==> config.mk <==
export PLATFORM = sky130hd
export DESIGN_NAME = wdog_prewarn
export DESIGN_NICKNAME = d
export VERILOG_FILES = /design/src/rtl/wdog_pkg.sv /design/src/rtl/wdog_prescaler.sv /design/src/rtl/wdog_counter.sv /design/src/rtl/wdog_ctrl.sv /design/src/rtl/wdog_prewarn.sv
export SDC_FILE = /design/constraint.sdc
export NUM_CORES = 1
export LEC_CHECK = 0
export BUFFER_PORTS_ARGS = -buffer_cell sky130_fd_sc_hd__buf_4
export CORE_MARGIN = 2
export CORE_UTILIZATION = 55
export CTS_CLUSTER_DIAMETER = 200
export DETAILED_ROUTE_END_ITERATION = 8
export PLACE_DENSITY = 0.79
export SYNTH_ARGS = -nofsm -noshare
export SYNTH_HDL_FRONTEND = slang
export SYNTH_HIERARCHICAL = 1
export SYNTH_SLANG_ARGS = --single-unit
==> constraint.sdc <==
create_clock -name clk -period 1.5 [get_ports clk]
set_clock_uncertainty 0.05 [all_clocks]
set_input_delay 0.15 -clock clk [delete_from_list [all_inputs] [get_ports clk]]
set_output_delay 0.15 -clock clk [all_outputs]
set_load 0.02 [all_outputs]
==> src/rtl/wdog_pkg.sv <==
package wdog_pkg;
  typedef enum logic [1:0] {
    ST_RUN   = 2'd0,
    ST_WARN  = 2'd1,
    ST_PULSE = 2'd2,
    ST_LOCK  = 2'd3
  } wd_state_t;
endpackage

==> src/rtl/wdog_prescaler.sv <==
module wdog_prescaler #(
  parameter int LO_LOG2 = 8,
  parameter int HI_LOG2 = 14
) (
  input  logic clk,
  input  logic rst_n,
  input  logic sel_i,
  output logic tick_o
);
  logic [HI_LOG2-1:0] pre_q, pre_d;

  always_comb begin
    pre_d = pre_q + 1'b1;
  end

  always_ff @(posedge clk or negedge rst_n) begin
    if (!rst_n) pre_q <= '0;
    else        pre_q <= pre_d;
  end

  // A tick marks the last cycle of each prescaler period.
  assign tick_o = sel_i ? (&pre_q) : (&pre_q[LO_LOG2-1:0]);
endmodule

==> src/rtl/wdog_counter.sv <==
module wdog_counter #(
  parameter int W = 16
) (
  input  logic         clk,
  input  logic         rst_n,
  input  logic         tick_i,
  input  logic         en_i,
  input  logic         load_i,
  input  logic [W-1:0] load_val_i,
  output logic [W-1:0] cnt_o,
  output logic         ovf_o
);
  logic [W-1:0] cnt_q, cnt_d;
  logic         inc;

  assign inc   = tick_i & en_i;
  assign ovf_o = inc & (&cnt_q);

  always_comb begin
    cnt_d = cnt_q;
    if (load_i)   cnt_d = load_val_i;
    else if (inc) cnt_d = cnt_q + 1'b1;
  end

  always_ff @(posedge clk or negedge rst_n) begin
    if (!rst_n) cnt_q <= '0;
    else        cnt_q <= cnt_d;
  end

  assign cnt_o = cnt_q;
endmodule

==> src/rtl/wdog_ctrl.sv <==
module wdog_ctrl
  import wdog_pkg::*;
#(
  parameter int W             = 16,
  parameter int PREWARN_TICKS = 256,
  parameter int RST_PULSE     = 16
) (
  input  logic         clk,
  input  logic         rst_n,
  input  logic         svc_i,
  input  logic [W-1:0] reload_i,
  input  logic         dis_i,
  input  logic         acc_err_i,
  input  logic         ovf_i,
  output logic         count_en_o,
  output logic         load_o,
  output logic [W-1:0] load_val_o,
  output wd_state_t    state_o,
  output logic         flag_o,
  output logic         nmi_o,
  output logic         sysrst_o
);
  localparam int HOLD_W = $clog2(RST_PULSE + 1);
  localparam logic [W-1:0] WARN_LOAD = '1 - W'(PREWARN_TICKS - 1);
  localparam logic [HOLD_W-1:0] HOLD_LAST = HOLD_W'(RST_PULSE - 1);

  wd_state_t          st_q, st_d;
  logic               flag_q, flag_d;
  logic               nmi_q, nmi_d;
  logic [HOLD_W-1:0]  hold_q, hold_d;

  always_comb begin
    st_d       = st_q;
    flag_d     = flag_q;
    hold_d     = hold_q;
    nmi_d      = 1'b0;
    load_o     = 1'b0;
    load_val_o = '0;
    count_en_o = 1'b0;
    case (st_q)
      ST_RUN: begin
        count_en_o = !dis_i;
        if (acc_err_i || ovf_i) begin
          nmi_d      = 1'b1;
          load_o     = 1'b1;
          load_val_o = WARN_LOAD;
          st_d       = ST_WARN;
        end else if (svc_i) begin
          load_o     = 1'b1;
          load_val_o = reload_i;
          flag_d     = 1'b0;
        end
      end
      ST_WARN: begin
        count_en_o = 1'b1;
        if (ovf_i) begin
          hold_d = '0;
          if (flag_q) begin
            st_d = ST_LOCK;
          end else begin
            st_d   = ST_PULSE;
            flag_d = 1'b1;
          end
        end
      end
      ST_PULSE: begin
        if (hold_q == HOLD_LAST) begin
          st_d       = ST_RUN;
          load_o     = 1'b1;
          load_val_o = '0;
        end else begin
          hold_d = hold_q + 1'b1;
        end
      end
      default: ;
    endcase
  end

  always_ff @(posedge clk or negedge rst_n) begin
    if (!rst_n) begin
      st_q   <= ST_RUN;
      flag_q <= 1'b0;
      nmi_q  <= 1'b0;
      hold_q <= '0;
    end else begin
      st_q   <= st_d;
      flag_q <= flag_d;
      nmi_q  <= nmi_d;
      hold_q <= hold_d;
    end
  end

  assign state_o  = st_q;
  assign flag_o   = flag_q;
  assign nmi_o    = nmi_q;
  assign sysrst_o = (st_q == ST_PULSE) || (st_q == ST_LOCK);
endmodule

==> src/rtl/wdog_prewarn.sv <==
module wdog_prewarn
  import wdog_pkg::*;
#(
  parameter int CNT_W         = 16,
  parameter int DIV_LO_LOG2   = 8,
  parameter int DIV_HI_LOG2   = 14,
  parameter int PREWARN_TICKS = 256,
  parameter int RST_PULSE     = 16
) (
  input  logic             clk,
  input  logic             rst_n,
  input  logic             svc_i,
  input  logic [CNT_W-1:0] reload_i,
  input  logic             div_sel_i,
  input  logic             wd_disable_i,
  input  logic             acc_err_i,
  output logic             nmi_o,
  output logic             sysrst_o,
  output logic [CNT_W+3:0] status_o
);
  logic [1:0]       rst_sync_q;
  logic             rst_int_n;
  logic             tick, count_en, load, ovf, flag;
  logic [CNT_W-1:0] load_val, cnt;
  wd_state_t        state;

  // The reset asserts asynchronously and is released on the clock.
  always_ff @(posedge clk or negedge rst_n) begin
    if (!rst_n) rst_sync_q <= 2'b00;
    else        rst_sync_q <= {rst_sync_q[0], 1'b1};
  end
  assign rst_int_n = rst_sync_q[1];

  wdog_prescaler #(.LO_LOG2(DIV_LO_LOG2), .HI_LOG2(DIV_HI_LOG2)) u_pre (
    .clk(clk), .rst_n(rst_int_n), .sel_i(div_sel_i), .tick_o(tick)
  );

  wdog_counter #(.W(CNT_W)) u_cnt (
    .clk(clk), .rst_n(rst_int_n), .tick_i(tick), .en_i(count_en),
    .load_i(load), .load_val_i(load_val), .cnt_o(cnt), .ovf_o(ovf)
  );

  wdog_ctrl #(.W(CNT_W), .PREWARN_TICKS(PREWARN_TICKS), .RST_PULSE(RST_PULSE)) u_ctrl (
    .clk(clk), .rst_n(rst_int_n), .svc_i(svc_i), .reload_i(reload_i),
    .dis_i(wd_disable_i), .acc_err_i(acc_err_i), .ovf_i(ovf),
    .count_en_o(count_en), .load_o(load), .load_val_o(load_val),
    .state_o(state), .flag_o(flag), .nmi_o(nmi_o), .sysrst_o(sysrst_o)
  );

  assign status_o = {state == ST_LOCK, flag, state == ST_PULSE, state == ST_WARN, cnt};
endmodule

==> results of run 1 <==
==> per-layer routing <==
metal | vias up | track usage [%]
met5 | - | 0
met4 | 0 | 22.5
li1 | 1054 | -
met1 | 1192 | 41.0
met2 | 204 | 57.1
met3 | 71 | 9.25
==> logic make-up after synthesis <==
logic type / Yosys count
buf+inv: 20
mux: 2
simple gates: 94
fa+ha+maj: 5
flops: 41
compound gates: 42
xor+xnor: 26
other cells: 1
==> worst max-delay path, stage by stage (launching register included) <==
cell and delay, ps:
dfrtp_1 370, nand4_1 200, o21ai_1 240, and2_4 190, nand4_4 120, nor4_4 190
and4_4 290, nor2_4 50, a221oi_4 270, buf_6 180, buf_4 120, buf_8 120
nand2_2 70, o21ai_2 80
==> how the worst min path moves through the flow <==
stage | startpoint | end | slack, ps
floorplan | rst_n | rst_sync_q[0] | -200
global placement | rst_n | rst_sync_q[0] | -120
detailed placement | rst_n | rst_sync_q[0] | -120
CTS | rst_n | rst_sync_q[0] | 90
global route | rst_n | rst_sync_q[0] | 90
finish | rst_n | rst_sync_q[0] | 90
==> through the flow <==
step / TNS (ps) / instance area (um2) / hold WS (ps)
detailed placement: -22420 / 3170 / -116
floorplan: -22490 / 2430 / -196
global route: -24960 / 3660 / 92.1
finish: -23630 / 3660 / 92.6
global placement: -18830 / 3170 / -116
CTS: -19160 / 3450 / 92.6
==> power by group through the flow <==
stage / clock [mW] / sequential [mW] / combinational, mW
final: 0.782 / 1.46 / 1.89
after global routing: 0.825 / 1.47 / 2.02
after CTS: 0.776 / 1.42 / 1.67
after detailed placement: 0 / 1.44 / 1.60
after global placement: 0 / 1.43 / 1.55
after floorplan: 0 / 1.67 / 0.611
==> cell usage in the layout (no fill, tap or decap), types with 2 or more instances in the layout <==
cell type / count
nand4_1: 3
nor2_1: 9
a311oi_1: 3
nand2_4: 2
a21o_1: 6
o32a_2: 2
nor4_4: 3
nor3_1: 7
a211oi_1: 2
o21ai_2: 5
and3_4: 7
nor2_4: 4
and3_1: 3
xnor2_1: 17
buf_4: 117
buf_12: 2
a21oi_2: 6
nand4_4: 2
dfrtp_1: 41
nand3_1: 10
xor2_1: 9
nor4_2: 5
nand2_2: 7
a21oi_1: 2
clkbuf_8: 5
buf_6: 6
nor2b_1: 3
o21ai_1: 10
inv_1: 9
ha_1: 4
nand2_1: 15
mux2i_1: 2
==> layout make-up <==
cell class	count	area, um2
Multi-Input combinational cell	170	1430
Tap cell	50	62.6
Fill cell	162	372
Clock inverter	3	25.0
Inverter	9	33.8
Timing Repair Buffer	127	1010
Clock buffer	5	68.8
Sequential cell	41	1030
==> state kept, by name (all words and copies together), names as in the netlist <==
signal,flops
u_ctrl/nmi_o,1
u_cnt/cnt_o,16
u_ctrl/hold_q,5
u_pre/pre_q,14
u_ctrl/flag_o,1
rst_sync_q,2
u_ctrl/state_o,2
==> repair_timing <==
action / in CTS / in global routing
endpoints found under the hold margin: 2 / 0
pin swaps: 5 / 6
setup endpoints to repair: 25 / 28
hold buffers: 1 / 0
resized for setup: 18 / 41
cloned: 3 / 0
buffers inserted: 12 / 11
==> metrics.md, run 1 <==
| Metric | Value |
|---|---|
| Top post-synthesis cells by area | dfrtp_1, xnor2_1, nand2_1 |
| Number of flops mapped to enable cells by yosys | 0 |
| Worst EP arrival | 2810 ps |
| Failing checks | setup timing |
| Die Ht | slightly below 70 um |
| Core area | 4030 um2 |
| RSZ-0062 raised after global routing | yes |
| Post-Syn Area | 2320 um2 |
| Pwr Density | about 1100 nW/um2 |
| Outcome | complete, but fails checks |
| WL per Instance | approximately 23 um |
| #FFs+latches synth | 41 |
| Placed insts | 376 |
| Async SR Flop Fraction | 100% |
| Total die area | 4760 um2 |
| Largest buffer count on any clock path | 2 |
| Proportion of synthesized area in mux cells | 0.862% |
| Yosys warning count | 6 |
| Sw Pwr | 1.62 mW |
| DRC | 0 |
| RR Endpoint | u_cnt/cnt_o[5] |
| Final Hold Viols | 0 |
| Post-Syn Instances | 231 |
| # setup viols final | 26 |
| Reg-to-reg critical path startpoint | u_pre/pre_q[9] |
| DR vias/cell | between 6 and 7 |
| Crit path launch type | register |
| Layout cells sized above 1 | 54.6% |
| Gpl congestion | 0.823 |
| M1 WL | 3.42 mm |
| Number of global-route vias before repair | 2464 |
| Maximum fanout along the worst path | 7 |
| CP Capture Type | register |
| Total track usage | 35.1% |
| CTS tree | yes |
| DR WL met2 | around 4.4 mm |
| Clock share of power | 18.9% |
| Post-Synth Adder-Cell Area | 2.69% |
| Area growth from synthesis to layout | 57.5% |
| Ant. Diodes | 0 |
| R2r setup slk | -1130 ps |
| Top cells by count, synth | dfrtp_1, nand2_1, xnor2_1 |
| Crit path launch | u_pre/pre_q[9] |
| WL met3 | 836 um |
| Cell with the most instances after synthesis | dfrtp_1 |
| Critical Path RT | 1680 ps |
| Synth area leader | dfrtp_1 |
| Final core utilization | 90.8% |
| Highest routed layer | met4 |
| Final WS setup | -1130 ps |
| Setup crit end | u_cnt/cnt_o[5] |
| Routed vias | 2521 |
| Initial antenna violation count | 0 |
| Clock transition at path regs | around 90 ps |
| Largest net degree at the start of global routing | 21 |
| Cell Count, Final, Fillers Out | 405 |
| Synth cell types | between 40 and 50 |
| First-pass GRT wire length | around 12 mm |
| Overall Power | 4.13 mW |
| Min cycle time layout | 2630 ps |
| Number of routed nets with antenna violations | 0 |
| Final WL | 9.29 mm |
| Nets | between 300 and 400 |
| FF-to-FF path depth | 13 |
| Clock latency on the worst-skew pair | 310 ps |
| Overflow after GRT | 0 |
| Int Power | roughly 2.5 mW |
| Min-Delay Path Class | in -> async |
| Switching part of the total | 39.2% |
| Ports | 44 |
| H-tree levels | 2 |
| Leak | 1.82 nW |
| Combinational group share of total power | 45.7% |
| CTS Sinks | 41 |
| Syn_area_per_cell | 10.1 um2 |
| Num CTS Buffers | 5 |
| IO buf count | 43 |
| Starting DRT DRC Count | 447 |
| F_max | 380 MHz |
| Largest family of logic cells by synthesized area | simple AND/OR/NAND/NOR gates |
| Synth Area in Simple Gates | between 20% and 30% |
| Syn Nets | around 260 |
| Std-Cell Rows | 23 |
| Place WS | -1010 ps |
| Die Wd | about 69 um |
| First drt pass iteration count | 5 |
| Initial Util | between 50% and 60% |
| Max IR drop VDD | 0.958 mV |
| Register share of total power | a little over a third |
| Prevailing post-synth register cell | dfrtp_1 |
| Synth top area share | between 40 and 50% |
| Synth Area in XOR/XNOR | 9.81% |
| Detail Placement HPWL | 4.38 mm |
| Final Cycle Share | 175% |
| Sequential share of the synthesized area | 44.2% |
| Max-slew violations | 0 |
| Compound-cell area share of the yosys netlist | 11.6% |
| CTS root buf | clkbuf_8 |
| Critical path type | reg -> reg |
| Maxcap violations | 0 |
(Power assumes the default switching activity.)
==> inputs of run 2 (changes only) <==
--- a/config.mk
+++ b/config.mk
@@ -10,8 +10,7 @@
 export CORE_UTILIZATION = 55
 export CTS_CLUSTER_DIAMETER = 200
 export DETAILED_ROUTE_END_ITERATION = 8
-export PLACE_DENSITY = 0.79
+export PLACE_DENSITY = 0.8
 export SYNTH_ARGS = -nofsm -noshare
 export SYNTH_HDL_FRONTEND = slang
-export SYNTH_HIERARCHICAL = 1
 export SYNTH_SLANG_ARGS = --single-unit
==> metrics.md, run 2 <==
| Metric | Value |
|---|---|
| Die Ht | 67.9 um (-1.6%) |
| Syn_area_per_cell | 9.71 um2 (-3.4%) |
| Sequential share of the synthesized area | 45.7% (+1.6 points) |
| Synth Area in XOR/XNOR | 8.98% (-0.83 points) |
| Largest buffer count on any clock path | 2 (unchanged) |
| IO buf count | 43 (unchanged) |
| Number of flops mapped to enable cells by yosys | 0 (unchanged) |
| Gpl congestion | 0.900 (+9.3%) |
| Synth cell types | 47 (+9.3%) |
| Post-Synth Adder-Cell Area | 2.23% (-0.46 points) |
| Prevailing post-synth register cell | dfrtp_1 |
| Detail Placement HPWL | 4.48 mm (+2.3%) |
| H-tree levels | 2 (unchanged) |
| Die Wd | 67.9 um (-1.6%) |
| CTS root buf | clkbuf_8 |
| Stop Error | [ERROR DPL-0038] Utilization greater than 100%, impossible to legalize |
| Post-Syn Instances | 231 (unchanged) |
| Largest net degree at the start of global routing | 40 |
| #FFs+latches synth | 41 (unchanged) |
| Synth Area in Simple Gates | 24.4% (-1.5 points) |
| Num CTS Buffers | 5 (unchanged) |
| Std-Cell Rows | 23 (unchanged) |
| Syn Nets | 257 (-0.39%) |
| Post-Syn Area | 2240 um2 (-3.4%) |
| Cell with the most instances after synthesis | dfrtp_1 |
| Outcome | stopped before the end |
| Compound-cell area share of the yosys netlist | 15.3% (+3.8 points) |
| Top post-synthesis cells by area | dfrtp_1, xor2_1, nand2_1 |
| Grt repair worst endpoint | u_cnt.cnt_o[3]$_DFFE_PN0P_/D |
| Ports | 44 (unchanged) |
| Synth area leader | dfrtp_1 |
| Async SR Flop Fraction | 100% (unchanged) |
| Yosys warning count | 0 (-6) |
| Halt Stage | 5_1_grt |
| CTS Sinks | 41 (unchanged) |
| Worst EP Category | register input |
| Initial Util | 56.5% (-1.1 points) |
| Proportion of synthesized area in mux cells | 0% (-0.86 points) |
| Top cells by count, synth | dfrtp_1, nand2_1, xor2_1 |
| Synth top area share | 45.7% (+1.6 points) |
| Largest family of logic cells by synthesized area | simple AND/OR/NAND/NOR gates |
==> run 2: logic make-up after synthesis <==
kind of cell	count (synthesis)
buffers and inverters	14
flip-flops	41
AO/OA/AOI/OAI	50
AND/OR/NAND/NOR	98
XOR/XNOR	23
adder cells (fa/ha/maj)	4
other	1
==> run 2: timing repair <==
| item | CTS |
|---|---|
| cloned | 2 |
| hold buffers | 1 |
| pin swaps | 19 |
| hold endpoints to repair | 2 |
| setup endpoints to repair | 28 |
| resized for setup | 44 |
| buffers inserted | 14 |
==> run 2: metrics by stage <==
stage | util (%) | TNS [ps] | instances | setup WS (ps) | instance area [um2]
4_1_cts | 90.7 | -5640 | 406 | -335 | 3600
3_5_place_dp | 81.2 | -6010 | 383 | -323 | 3220
3_3_place_gp | 81.2 | -4860 | 383 | -262 | 3220
2_1_floorplan | - | -3080 | 231 | -282 | 2380
==> inputs of run 3 (changes only) <==
--- a/config.mk
+++ b/config.mk
@@ -7,10 +7,9 @@
 export LEC_CHECK = 0
 export BUFFER_PORTS_ARGS = -buffer_cell sky130_fd_sc_hd__buf_4
 export CORE_MARGIN = 2
-export CORE_UTILIZATION = 55
-export CTS_CLUSTER_DIAMETER = 200
+export CORE_UTILIZATION = 40
 export DETAILED_ROUTE_END_ITERATION = 8
-export PLACE_DENSITY = 0.8
+export PLACE_DENSITY_LB_ADDON = 0.15
 export SYNTH_ARGS = -nofsm -noshare
 export SYNTH_HDL_FRONTEND = slang
 export SYNTH_SLANG_ARGS = --single-unit
==> metrics.md, run 3 <==
| Metric | Value |
|---|---|
| DR WL met2 | 3.25 mm |
| DRC | 0 |
| Number of flops mapped to enable cells by yosys | 0 (unchanged) |
| Synth top area share | 45.7% (unchanged) |
| IO buf count | 43 (unchanged) |
| Post-route cell area | 3760 um2 |
| Min-Delay Path Class | in -> reg |
| Syn Nets | 257 (unchanged) |
| Place WS | -399 ps (-76.1 ps) |
| Cell with the most instances after synthesis | dfrtp_1 |
| FF-to-FF path depth | 8 |
| Most frequent cells in the layout | buf_4, dfrtp_1, nand2_1 |
| Initial antenna violation count | 0 |
| First drt pass iteration count | 4 |
| Async SR Flop Fraction | 100% (unchanged) |
| Area growth from synthesis to layout | 67.8% |
| Critical path type | reg -> reg |
| Hold Path Cell Cnt | 3 |
| Reg-to-reg critical path startpoint | u_ctrl.hold_q[0] |
| Final Hold Viols | 0 |
| Clock latency on the worst-skew pair | 300 ps |
| H-tree levels | 2 (unchanged) |
| Syn_area_per_cell | 9.71 um2 (unchanged) |
| Final Cycle Share | 123% |
| Gpl congestion | 0.834 (-7.3%) |
| Maxcap violations | 0 |
| F_max | 541 MHz |
| DR vias/cell | 5.08 |
| Core area | between 5000 and 6000 um2 |
| WL met3 | 235 um |
| Max-slew violations | 0 |
| Die Wd | 78.9 um (+16%) |
| Maximum fanout along the worst path | 5 |
| Detail Placement HPWL | 4.55 mm (+1.5%) |
| RR Endpoint | u_cnt.cnt_o[1] |
| Post-Syn Instances | 231 (unchanged) |
| M1 WL | 2.70 mm |
| Max-slew headroom | 66.4% |
| Max reg flops | 16 |
| Max IR drop VDD | 0.534 mV |
| Prevailing post-synth register cell | dfrtp_1 |
| CTS root buf | clkbuf_8 |
| Starting DRT DRC Count | 61 |
| Routed vias | roughly 2200 |
| Final WS setup | -348 ps |
| Sequential share of the synthesized area | 45.7% (unchanged) |
| Outcome | complete, but fails checks |
| Sum Neg Setup Slack | -5700 ps |
| CP Capture Type | register |
| Worst EP arrival | 1990 ps |
| # setup viols final | 28 |
| Final WL | 6.26 mm |
| Top cells by count, synth | dfrtp_1, nand2_1, xor2_1 |
| WL per Instance | 14.5 um |
| Post-Syn Area | 2240 um2 (unchanged) |
| Hold Startpoint | reload_i[2] |
| Crit path launch type | register |
| Number of global-route vias before repair | between 2000 and 2500 |
| Failing checks | setup timing |
| CTS Sinks | 41 (unchanged) |
| R2r setup slk | -350 ps |
| Pwr Density | 577 nW/um2 |
| Worst Hold Path EP | u_cnt.cnt_o[2] |
| Yosys warning count | 0 (unchanged) |
| Synth cell types | 47 (unchanged) |
| Synth area leader | dfrtp_1 |
| Layout cells sized above 1 | 59.0% |
| Ports | 44 (unchanged) |
| Clock transition at path regs | 80 ps |
| Ant. Diodes | 0 |
| CTS tree | yes |
| Total die area | 6220 um2 |
| Total track usage | 21.2% |
| Min cycle time layout | 1850 ps |
| Critical Path RT | 1650 ps |
| Num CTS Buffers | 5 (unchanged) |
| Initial Util | 41.0% (-15 points) |
| Highest routed layer | met4 |
| Die Ht | 78.9 um (+16%) |
| Nets | approximately 390 |
| Std-Cell Rows | 27 (+17%) |
| Final core utilization | 68.8% |
| Leak | 1.70 nW |
| Top post-synthesis cells by area | dfrtp_1, xor2_1, nand2_1 |
| Number of routed nets with antenna violations | 0 |
| First-pass GRT wire length | 10.4 mm |
| Most common cell after layout, fill and taps aside | buf_4 |
| Largest buffer count on any clock path | 2 (unchanged) |
| Worst Tran Pin Value | 504 ps |
| Dpl cell area | 3310 um2 (+2.7%) |
| Largest net degree at the start of global routing | 40 |
| Min Hold Slack | approximately 15 ps |
| Overflow after GRT | 0 |
| #FFs+latches synth | 41 (unchanged) |
| RSZ-0062 raised after global routing | yes |
==> run 3: cell counts after synthesis <==
No cell type changed its count.
==> run 3: timing repair <==
action                     CTS  global route
setup buffers                2             7
hold endpoints to repair     3             1
setup endpoints to repair   27            28
resized for setup           47            16
pin swaps                   22            18
hold buffers                 2             1
==> run 3: worst max-delay path: stages, from the launching register on <==
cell and delay, ps:
dfrtp_1 360, ha_2 180, and3_4 200, ha_4 150, nor2b_4 40, or3_4 360, nand2_4 130, nor2_2 40
o31ai_1 240
==> run 3: final cells by class <==
type	instances	area [um2]
Tap cell	72	90.1
Fill cell	442	1710
Inverter	5	20.0
Clock inverter	2	13.8
Sequential cell	41	1040
Timing Repair Buffer	131	1060
Clock buffer	6	82.6
Multi-Input combinational cell	176	1460
==> run 3: layer usage <==
layer,vias to the layer above,GRT usage (%)
met5,-,0
met4,0,7.41
met3,5,3.98
met2,44,36.5
met1,1065,26.8
li1,1085,-
==> run 3: logic make-up after synthesis <==
| group | share of synthesized area (%) |
|---|---|
| AND/OR/NAND/NOR | 24.4 |
| AO/OA/AOI/OAI | 15.3 |
| flip-flops | 45.7 |
| XOR/XNOR | 8.98 |
| buffers and inverters | 3.12 |
| adder cells (fa/ha/maj) | 2.23 |
| other | 0.167 |
==> run 3: worst max path at each step <==
stage                                start         endpoint  slack (ps)
after detailed placement  u_ctrl.hold_q[0]   u_cnt.cnt_o[8]        -400
final                     u_ctrl.hold_q[0]   u_cnt.cnt_o[1]        -350
after floorplan           u_ctrl.hold_q[0]   u_cnt.cnt_o[1]        -280
after global placement    u_ctrl.hold_q[0]   u_cnt.cnt_o[8]        -330
after global routing      u_ctrl.hold_q[0]   u_cnt.cnt_o[8]        -420
after CTS                 u_ctrl.hold_q[0]  u_cnt.cnt_o[15]        -340
==> run 3: per-stage QoR <==
stage,power [mW],cells
floorplan,1.26,231
global placement,1.40,413
CTS,2.20,425
detailed placement,1.40,413
finish,2.17,433
global route,2.27,433
==> run 3: report_power, final <==
| part | internal [mW] | switching (mW) |
|---|---|---|
| registers | 1.13 | 0.0185 |
| clock network | 0.373 | 0.404 |
| logic | 0.130 | 0.119 |
